==> src/rtl/lq_pkg.sv <==
package lq_pkg;
    localparam int LQ_DEPTH    = 8;
    localparam int LQ_ADDR_W   = 32;
    localparam int LQ_LINE_OFF = 6;

    typedef enum logic [1:0] {
        SNP_READ    = 2'b00,
        SNP_WRITE   = 2'b01,
        SNP_UPGRADE = 2'b10,
        SNP_RSVD    = 2'b11
    } snoop_cmd_e;

    function automatic logic is_invalidating(input logic [1:0] cmd);
        return (cmd == SNP_WRITE) || (cmd == SNP_UPGRADE);
    endfunction
endpackage

==> src/rtl/lq_ring.sv <==
module lq_ring #(
    parameter int DEPTH = lq_pkg::LQ_DEPTH,
    localparam int IDX_W = $clog2(DEPTH),
    localparam int CNT_W = $clog2(DEPTH + 1)
) (
    input  logic             clk,
    input  logic             rst_n,
    input  logic             push,
    input  logic             pop,
    input  logic             clear,
    output logic [IDX_W-1:0] head,
    output logic [IDX_W-1:0] tail,
    output logic             full,
    output logic             empty
);
    typedef struct packed {
        logic [IDX_W-1:0] head;
        logic [IDX_W-1:0] tail;
        logic [CNT_W-1:0] count;
    } ring_t;

    ring_t ring_d, ring_q;

    function automatic logic [IDX_W-1:0] bump(input logic [IDX_W-1:0] p);
        return (p == IDX_W'(DEPTH - 1)) ? '0 : p + 1'b1;
    endfunction

    always_comb begin
        ring_d = ring_q;
        if (clear) begin
            ring_d = '0;
        end else begin
            if (push) ring_d.tail = bump(ring_q.tail);
            if (pop)  ring_d.head = bump(ring_q.head);
            ring_d.count = ring_q.count + CNT_W'(push) - CNT_W'(pop);
        end
    end

    always_ff @(posedge clk or negedge rst_n) begin
        if (!rst_n) ring_q <= '0;
        else        ring_q <= ring_d;
    end

    assign head  = ring_q.head;
    assign tail  = ring_q.tail;
    assign full  = (ring_q.count == CNT_W'(DEPTH));
    assign empty = (ring_q.count == '0);
endmodule

==> config.mk <==
export PLATFORM = sky130hd
export DESIGN_NAME = lq_ring
export DESIGN_NICKNAME = d
export VERILOG_FILES = /design/src/rtl/lq_pkg.sv /design/src/rtl/lq_ring.sv
export SDC_FILE = /design/constraint.sdc
export NUM_CORES = 1
export LEC_CHECK = 0
export BUFFER_PORTS_ARGS = -buffer_cell sky130_fd_sc_hd__clkbuf_2
export CAP_MARGIN = 15
export CORE_MARGIN = 2
export CORE_UTILIZATION = 49
export CTS_BUF_LIST = sky130_fd_sc_hd__clkbuf_8
export DETAILED_ROUTE_END_ITERATION = 10
export HOLD_SLACK_MARGIN = 0.08
export PLACE_DENSITY = 0.84
export SYNTH_ARGS = -nofsm -noshare
export SYNTH_HDL_FRONTEND = slang
export SYNTH_SLANG_ARGS = --single-unit
==> constraint.sdc <==
create_clock -name clk -period 1.5 [get_ports clk]
set_input_delay 0.3 -clock clk [delete_from_list [all_inputs] [get_ports clk]]
set_output_delay 0.3 -clock clk [all_outputs]
set_load 0.05 [all_outputs]
# Word level (Yosys, flattened, before mapping)
# Index checks and enable logic that the tools add are counted.
# classes
n_addsub,4
eq_ne,3
mux,5
reduce_logical,3
# ops
cell,count
two-way mux 3 bit,4
two-way mux 10 bit,1
adder 3 x 1 -> 3 bit (second input constant),2
== test 3 bit (second input constant),2
adder 4 x 1 -> 4 bit,1
== test 4 bit (second input constant),1
logical NOT 4 bit,1
nonzero test 2 bit,2
subtractor 4 x 1 -> 4 bit,1
# totals
register_bits,10
inputBits,5
out_inout_bits,8

# Logic depth before layout (Yosys ltp)
# Gate-level depths: netlist of the first run.
# depth
depth_word,4
ltp_mapped,7

# Worst setup path before layout of the first run
# Ideal clock, no wire load.
# synth_timing
kind,register to register
start,reg ring_q[0] in the netlist's numbering
end,reg ring_q[2] in the netlist's numbering
arrival_time_ps,1387
setup_slack_ps,-5
stages_incl_launch_ff,8
n_path_buf,0
synth_period_minus_slack_ps,1505
path_cell_list,dfrtp_1 inv_1 ha_1 inv_1 ha_1 fa_1 xnor2_1 nor2_1
# synth_lines
element,line,text
"start, declared",lq_ring.sv:22,"ring_t ring_d, ring_q;"
"start signal, assigned",lq_ring.sv:41,else ring_q <= ring_d;

==> impl_metrics.toml, run 1 <==
[status]
status = "finished, violations left"
failed_checks = "setup timing"

[sta]
skew_ns = 0.0004870
tightest_slew_ns = 0.2761
min_period_ns = 1.552
slew_headroom = 0.8167
final_hold_viol_count = 0
setup_viol = 2
drv_slew = 0
fin_crit_sh = 1.035
fin_ws_ns = -0.05247
finalSetupTns_ns = -0.08735
fmax_mhz = 644.1
rsz0062_at_grt = "true"

[clock_network]
cts_sinks = 10
tritoncts = "done"
cts-root-buf = "clkbuf_8"
clock_latency_ns = 0.23
cts-buffers-inserted = 3
htree_levels = 1
path_clk_slew_ns = 0.04
clk_path_buf_depth = 2

[critical_path]
cp_max_fo = 2
worstPathRequired_ns = 1.67
critPathArrivalTime_ns = 1.72
startpoint_type = "register"
end_kind = "register"
crit_type = "register to register"

[grt]
overflow = 0
grt_pass1_vias = 409
track_usage = 0.1733
grt_pass1_wl_mm = 1.745
antenna_found_initial = 0
grt_max_degree = 12

[cells_and_area]
area_growth_pct = 22.46
stdcell_count = 88
drive_above_1_share = 0.3699
fin_area_sq_um = 784.5
fin_util = 0.6264
final_nets = 91
antenna_cells = 0

[logic_synthesis]
yosysUniqueCellTypes = 16
synth_nets = 77
ys_top_cells_by_count = "dfrtp_1, ha_1, nor2_1"
yosysWarnings = 0
synth_edf_count = 0
async_flop_share = 1.000
synth_area_sq_um = 640.6
yosysSeqAreaShare = 0.3906
ys.flop_type = "dfrtp_1"
syn_inst = 61
ys_seq_elements = 10
syn_area_per_cell_sq_um = 10.50
synth_area_leaders = "dfrtp_1, ha_1, buf_4"
synth_top_area_share = 0.3906
yosysTopAreaCell = "dfrtp_1"

[placement]
place_congestion = 0.6600
io_buffers = 12
dp_cells = 83
dpl_cell_area_sq_um = 681.9
dp_hpwl_um = 742.6

[routing]
drc = 0
vias_per_cell = 5.091
totalWireLength_mm = 1.097
drtPass1Iterations = 3
wire_per_inst_um = 12.47
vias = 448
first_iter_violations = 6
final_antenna_net_count = 0

[die]
start_util = 0.5115
num_rows = 13
ios = 13
die_w_um = 40.16
core_sq_um = 1252
dieArea_sq_um = 1612
die_h_um = 40.16

[pwr]
power_density_nw_per_um2 = 1468
ir_drop_mv = 0.7686
p_leak_uw = 0.0004190
totalPowerFinal_uw = 1152

[min_path]
min_path_type = "primary input to register"

[job]
cap_violations = 0
-- metal layers --
| metal | routed length [um] | vias to the layer above | global-route usage |
|---|---|---|---|
| met5 | 0 | - | 0 |
| met4 | 21 | 0 | 0.07759 |
| met3 | 45 | 3 | 0.05000 |
| met2 | 552 | 10 | 0.2782 |
| met1 | 478 | 213 | 0.2133 |
| li1 | - | 222 | - |
-- final timing paths --
check | depth (start not counted) | from | slack [ns] | end
max in group asynchronous | 2 | rst_n | 0.83 | head[1]$_DFFE_PN0P_
worst max register to register | 6 | ring_q[0]$_DFF_PN0_ | -0.05 | ring_q[1]$_DFF_PN0_
worst min register to register | 2 | head[2]$_DFFE_PN0P_ | 0.55 | head[2]$_DFFE_PN0P_
min in group asynchronous | 2 | rst_n | 0.46 | ring_q[3]$_DFF_PN0_
worst min-delay path | 2 | clear | 0.39 | ring_q[0]$_DFF_PN0_
worst max-delay path | 6 | ring_q[0]$_DFF_PN0_ | -0.05 | ring_q[1]$_DFF_PN0_
-- per-stage QoR --
stage | hold WS (ns) | worst slack [ns]
6_report | 0.3875 | -0.05247
5_1_grt | 0.4064 | -0.07762
3_5_place_dp | 0.1831 | -0.09521
3_3_place_gp | 0.1832 | -0.07417
2_1_floorplan | 0.004409 | 0.01198
4_1_cts | 0.3923 | -0.03574
-- power by group --
group | switching, uW | internal (uW)
Sequential | 25.4 | 313
Combinational | 314 | 225
Clock | 98.9 | 175
-- cell type report --
cell class                      count  area [sq um]
Sequential cell                    10         250.2
Inverter                            6         22.52
Fill cell                         102         467.9
Clock buffer                        3         41.29
Timing Repair Buffer               16         101.3
Multi-Input combinational cell     38         350.3
Tap cell                           15         18.77
-- registers in the layout, indices dropped and copies added, names as in the netlist --
register and count:
head 3, ring_q 4, tail 3
-- cell families (layout without fill, tap and decap cells) --
logic type / after synthesis / after routing / share of synthesized area
xor gates and xnor gates: 1 / 1 / 0.01367
buffers and inverters: 13 / 25 / 0.1172
AOI/OAI and AO/OA: 4 / 4 / 0.04297
adders and majority gates: 11 / 11 / 0.2266
DFF: 10 / 10 / 0.3906
muxes: 5 / 5 / 0.07813
and+or+nand+nor: 17 / 17 / 0.1308
-- critical path: stages, from the launching register on --
cell     delay, ns
dfrtp_1       0.33
inv_2         0.05
ha_4          0.25
inv_2         0.03
ha_4          0.16
fa_2          0.53
nor2b_1       0.12
-- layout by cell type, fill, tap and decap left out, drive strengths merged, types with 2 or more instances in the layout --
master,synthesis,layout
ha,10,10
mux2i,5,5
a21oi,3,3
nor2,9,9
inv,6,6
nor2b,2,2
buf,7,4
and3,2,2
clkbuf,0,14
nand2b,2,2
dfrtp,10,10
-- timing repair --
item,4_1_cts,5_1_grt
endpoints found under the hold margin,10,0
gates resized for setup,9,4
pin swaps,4,2
endpoints found under the setup margin,4,4
hold buffers,1,0
setup buffers,0,1
Power figures use the tool's default switching activity.
==> inputs of run 2 (changes only) <==
--- a/config.mk
+++ b/config.mk
@@ -8,11 +8,12 @@
 export BUFFER_PORTS_ARGS = -buffer_cell sky130_fd_sc_hd__clkbuf_2
 export CAP_MARGIN = 15
 export CORE_MARGIN = 2
-export CORE_UTILIZATION = 49
-export CTS_BUF_LIST = sky130_fd_sc_hd__clkbuf_8
+export CORE_UTILIZATION = 46
+export CTS_BUF_LIST = sky130_fd_sc_hd__clkbuf_16
 export DETAILED_ROUTE_END_ITERATION = 10
 export HOLD_SLACK_MARGIN = 0.08
-export PLACE_DENSITY = 0.84
+export PLACE_DENSITY = 0.8
+export SLEW_MARGIN = 20
 export SYNTH_ARGS = -nofsm -noshare
 export SYNTH_HDL_FRONTEND = slang
 export SYNTH_SLANG_ARGS = --single-unit
==> run 2 against run 1 <==
- the run still ends with setup timing left
- sequential power barely moved
- global-route usage fell by 0.66 points
- sequential cell count did not move
- die area rose by 5.9%
- critical path depth rose by 1
- cell area rose by 4.3%
- maximum frequency rose by 0.24%
- clock skew barely moved
- utilization rose by 0.25 points
- combinational power fell by 1%
- critical path type unchanged
==> impl_metrics.toml, run 2 (same netlist as run 1, synthesis figures left out) <==
[status]
status = "finished, violations left"
failed_checks = "setup timing"

[placement]
io_buffers = 12
pre_cts_ws_ns = -0.1503
place_congestion = 0.7551
dp_cells = 83

[critical_path]
critPathArrivalTime_ns = 1.65
cp_num_buf_inv = 2
cp_max_fo = 2
worstReg2RegStart = "ring_q[0]$_DFF_PN0_"
regToRegEndpoint = "ring_q[2]$_DFF_PN0_"
worstPathRequired_ns = 1.60
path_cells = "inv_2 > ha_4 > inv_2 > ha_4 > fa_2 > xnor2_2 > nor2_1"
crit_slowest_cell = "fa_2"
crit_type = "register to register"
end_kind = "register"
startpoint_type = "register"
rr_worst_depth = 7
crit_family = "adder cells"
r2r_setup_slack_ns = -0.05
max_stage_delay_ns = 0.36

[cells_and_area]
fin_util = 0.6288
mostFrequentLayoutCells = "dfrtp_1, clkbuf_2, nor2_1"
regMostFlops = "ring_q"
drive_above_1_share = 0.3611
final_nets = 90
stdcell_count = 87
antenna_cells = 0
largest_register_ffs = 4
nFillCells = 109
area_growth_pct = 27.73

[min_path]
min_to = "ring_q[1]$_DFF_PN0_"
hp-start = "clear"
holdPathStages = 2
min_path_type = "primary input to register"

[sta]
slew_headroom = 0.8163
rsz0062_at_grt = "true"
min_period_ns = 1.549
whs_ns = 0.4035
drv_slew = 0
skew_ns = 0.0009096
fmax_mhz = 645.7
setup_viol = 2
fin_ws_ns = -0.04867
fin_crit_sh = 1.032
tightest_slew_ns = 0.2768
final_hold_viol_count = 0

[clock_network]
post-cts-setup-buffers = 0
clk_path_buf_depth = 2
cts-buffers-inserted = 3
clock_latency_ns = 0.23
htree_levels = 1
cts_sinks = 10
cts-root-buf = "clkbuf_16"
tritoncts = "done"
path_clk_slew_ns = 0.04

[routing]
vias = 425
final_antenna_net_count = 0
drtPass1Iterations = 4
drc = 0
vias_per_cell = 4.885
totalWireLength_mm = 1.051
first_iter_violations = 7
wire_per_inst_um = 12.08

[grt]
overflow = 0
grt_pass1_wl_mm = 1.738
grt_pass1_vias = 412
antenna_found_initial = 0
grt_max_degree = 12
track_usage = 0.1667

[pwr]
power_frac_clock = 0.343
p_leak_uw = 0.0004349
internal_power_uw = 885.3
switchingPower_uw = 441.8
power.share.combinational = 0.402
ir_drop_mv = 0.8433
swShare = 0.3329
seqPwrFrac = 0.255
power_density_nw_per_um2 = 1622

[die]
start_util = 0.4923
num_rows = 13
die_h_um = 41.32
dieArea_sq_um = 1707
ios = 13
core_sq_um = 1301
die_w_um = 41.32

[job]
cap_violations = 0
[run 2: cell type report]
| cell class | instances | area (sq um) | share of cell area |
|---|---|---|---|
| clock buffers | 3 | 75.07 | 0.09174 |
| flip-flops and latches | 10 | 250.2 | 0.3058 |
| inverters | 6 | 22.52 | 0.02752 |
| repair buffers | 15 | 93.84 | 0.1147 |
| multi-input cells | 38 | 357.8 | 0.4373 |
| well taps | 15 | 18.77 | 0.02294 |
[run 2: worst reg2reg max path, delay by kind of cell, from the launching register on]
| kind | cells | cell delay, ns |
|---|---|---|
| AND/OR/NAND/NOR | 1 | 0.08 |
| flip-flops | 1 | 0.33 |
| XOR/XNOR | 1 | 0.17 |
| adder cells (fa/ha/maj) | 3 | 0.76 |
| buffers and inverters | 2 | 0.09 |
[run 2: power by group through the flow]
stage                     logic, uW  clock network (uW)  registers, uW
after global placement          421                   0            337
after floorplan                 359                   0            334
after detailed placement        447                   0            338
after CTS                       480                 464            336
after global routing            587                 476            344
final                           533                 456            338
[run 2: worst max-delay path by stage]
stage	startpoint	end	slack [ns]	cells past startpoint
after floorplan	ring_q[0]$_DFF_PN0_	ring_q[2]$_DFF_PN0_	0.01	7
after global placement	pop	ring_q[2]$_DFF_PN0_	-0.07	7
after detailed placement	pop	ring_q[2]$_DFF_PN0_	-0.15	7
after CTS	ring_q[0]$_DFF_PN0_	ring_q[1]$_DFF_PN0_	-0.04	6
after global routing	ring_q[0]$_DFF_PN0_	ring_q[2]$_DFF_PN0_	-0.10	7
final	ring_q[0]$_DFF_PN0_	ring_q[2]$_DFF_PN0_	-0.05	7
[run 2: timing repair]
item | CTS | global route
pin swaps | 2 | 3
gates cloned | 0 | 0
endpoints found under the setup margin | 4 | 4
endpoints found under the hold margin | 10 | 0
resized for setup | 8 | 6
hold buffers | 1 | 0
[run 2: metal layers]
| metal | vias up | share of wire | GRT usage |
|---|---|---|---|
| met5 | - | 0 | 0 |
| li1 | 218 | - | - |
| met3 | 2 | 0.033 | 0.03191 |
| met1 | 198 | 0.45 | 0.1858 |
| met4 | 0 | 0.0038 | 0.09677 |
| met2 | 7 | 0.52 | 0.2930 |
[run 2: through the flow]
step | TNS (ns) | total power [uW] | area [sq um]
after floorplan | 0 | 692.4 | 640.6
after global placement | -0.1248 | 757.2 | 681.9
after detailed placement | -0.2623 | 785.3 | 681.9
after CTS | -0.04990 | 1279 | 799.5
after global routing | -0.1893 | 1408 | 818.3
final | -0.07033 | 1327 | 818.3
==> inputs of run 3 (changes only) <==
--- a/config.mk
+++ b/config.mk
@@ -7,7 +7,7 @@
 export LEC_CHECK = 0
 export BUFFER_PORTS_ARGS = -buffer_cell sky130_fd_sc_hd__clkbuf_2
 export CAP_MARGIN = 15
-export CORE_MARGIN = 2
+export CORE_MARGIN = 1.5
 export CORE_UTILIZATION = 46
 export CTS_BUF_LIST = sky130_fd_sc_hd__clkbuf_16
 export DETAILED_ROUTE_END_ITERATION = 10
==> run 3 against run 2 <==
- the run still ends with setup timing left
- count of clock-buffer cells in the layout stayed put
- maximum frequency up 1.1%
- wire length rose by 7.1%
- cell count increased by 2.3%
==> impl_metrics.toml, run 3 (same netlist as run 1, synthesis figures left out) <==
[grt]
antenna_found_initial = 0
grt_pass1_wl_mm = 1.945
grt_pass1_vias = 475
grt_max_degree = 12
track_usage = 0.1880
overflow = 0

[critical_path]
crit_type = "register to register"
crit_family = "adder cells"
critPathArrivalTime_ns = 1.70
cp_max_fo = 2
startpoint_type = "register"
cp_num_buf_inv = 2
end_kind = "register"
crit_slowest_cell = "fa_2"
max_stage_delay_ns = 0.52
path_cells = "inv_2 > ha_4 > inv_2 > ha_4 > fa_2 > nor2b_4"
worstPathRequired_ns = 1.67

[die]
core_sq_um = 1301
die_w_um = 40.32
die_h_um = 40.32
start_util = 0.4923
dieArea_sq_um = 1626
num_rows = 13
ios = 13

[cells_and_area]
regMostFlops = "ring_q"
nFillCells = 108
fin_area_sq_um = 835.8
area_growth_pct = 30.47
fin_util = 0.6423
largest_register_ffs = 4
final_nets = 91
antenna_cells = 0
drive_above_1_share = 0.3649
mostFrequentLayoutCells = "dfrtp_1, clkbuf_2, nor2_1"

[sta]
setup_viol = 1
tightest_slew_ns = 0.2755
drv_slew = 0
min_period_ns = 1.532
skew_ns = 0.0003724
fin_ws_ns = -0.03214
fin_crit_sh = 1.021
slew_headroom = 0.8171
rsz0062_at_grt = "true"
fmax_mhz = 652.7
final_hold_viol_count = 0

[pwr]
ir_drop_mv = 1.282
power_density_nw_per_um2 = 1606
totalPowerFinal_uw = 1342
p_leak_uw = 0.0004431

[routing]
drtPass1Iterations = 2
drc = 0
vias = 445
vias_per_cell = 5.000
wire_per_inst_um = 12.65
totalWireLength_mm = 1.126
final_antenna_net_count = 0
first_iter_violations = 6

[clock_network]
cts-root-buf = "clkbuf_16"
cts_sinks = 10
cts-buffers-inserted = 3
path_clk_slew_ns = 0.04
clk_path_buf_depth = 2
clock_latency_ns = 0.23
tritoncts = "done"
htree_levels = 1

[status]
failed_checks = "setup timing"
status = "finished, violations left"

[placement]
io_buffers = 12
dpl_cell_area_sq_um = 681.9
place_congestion = 0.7693
dp_hpwl_um = 800.5

[min_path]
min_path_type = "primary input to register"

[job]
cap_violations = 0
-- run 3: final cells by class --
cell class,instances,area [sq um],area share
Clock inverter,1,3.754,0.004491
Timing Repair Buffer,16,107.6,0.1287
Clock buffer,3,75.07,0.08982
Sequential cell,10,250.2,0.2994
Tap cell,15,18.77,0.02246
Multi-Input combinational cell,38,357.8,0.4281
Inverter,6,22.52,0.02695
-- run 3: path summary, 6_finish.rpt --
check / start / end / slack [ns] / cells past startpoint
worst max-delay path: ring_q[0]$_DFF_PN0_ / ring_q[1]$_DFF_PN0_ / -0.03 / 6
worst min-delay path: clear / ring_q[1]$_DFF_PN0_ / 0.41 / 2
worst max register to register: ring_q[0]$_DFF_PN0_ / ring_q[1]$_DFF_PN0_ / -0.03 / 6
worst min register to register: tail[1]$_DFFE_PN0P_ / tail[1]$_DFFE_PN0P_ / 0.55 / 2
max in group asynchronous: rst_n / ring_q[1]$_DFF_PN0_ / 0.83 / 2
min in group asynchronous: rst_n / ring_q[3]$_DFF_PN0_ / 0.47 / 2
-- run 3: per-layer routing --
layer / share of wire / routed length (um) / vias up / global-route usage
met5: 0 / 0 / - / 0
met1: 0.40 / 445 / 212 / 0.2027
met3: 0.044 / 49 / 2 / 0.05556
met2: 0.54 / 612 / 11 / 0.3254
li1: - / - / 220 / -
met4: 0.016 / 18 / 0 / 0.1000
-- run 3: worst reg2reg max path, cell delays in order, from the launching register on --
cell and delay (ns):
dfrtp_1 0.33, inv_2 0.06, ha_4 0.26, inv_2 0.04
ha_4 0.15, fa_2 0.52, nor2b_4 0.12
-- run 3: timing repair --
item	CTS	global route
gates cloned	0	0
hold buffers	1	0
resized for setup	9	5
setup endpoints to repair	4	4
hold endpoints to repair	10	0
pin swaps	2	2
buffers inserted	0	1
-- run 3: power by group --
group | total (uW) | leakage (uW) | internal [uW] | switching, uW
clock | 458 | 0.0000385 | 348 | 110
combinational | 545 | 0.000272 | 239 | 306
sequential | 340 | 0.000133 | 314 | 26.0
-- run 3: through the flow --
| stage | setup TNS [ns] | cells | hold slack (ns) | worst slack (ns) |
|---|---|---|---|---|
| floorplan | 0 | 61 | 0.004409 | 0.01198 |
| global placement | -0.1256 | 83 | 0.1821 | -0.06881 |
| detailed placement | -0.1769 | 83 | 0.1769 | -0.09578 |
| CTS | -0.04109 | 88 | 0.3959 | -0.04109 |
| global route | -0.1260 | 89 | 0.4116 | -0.06675 |
| finish | -0.03214 | 89 | 0.4057 | -0.03214 |
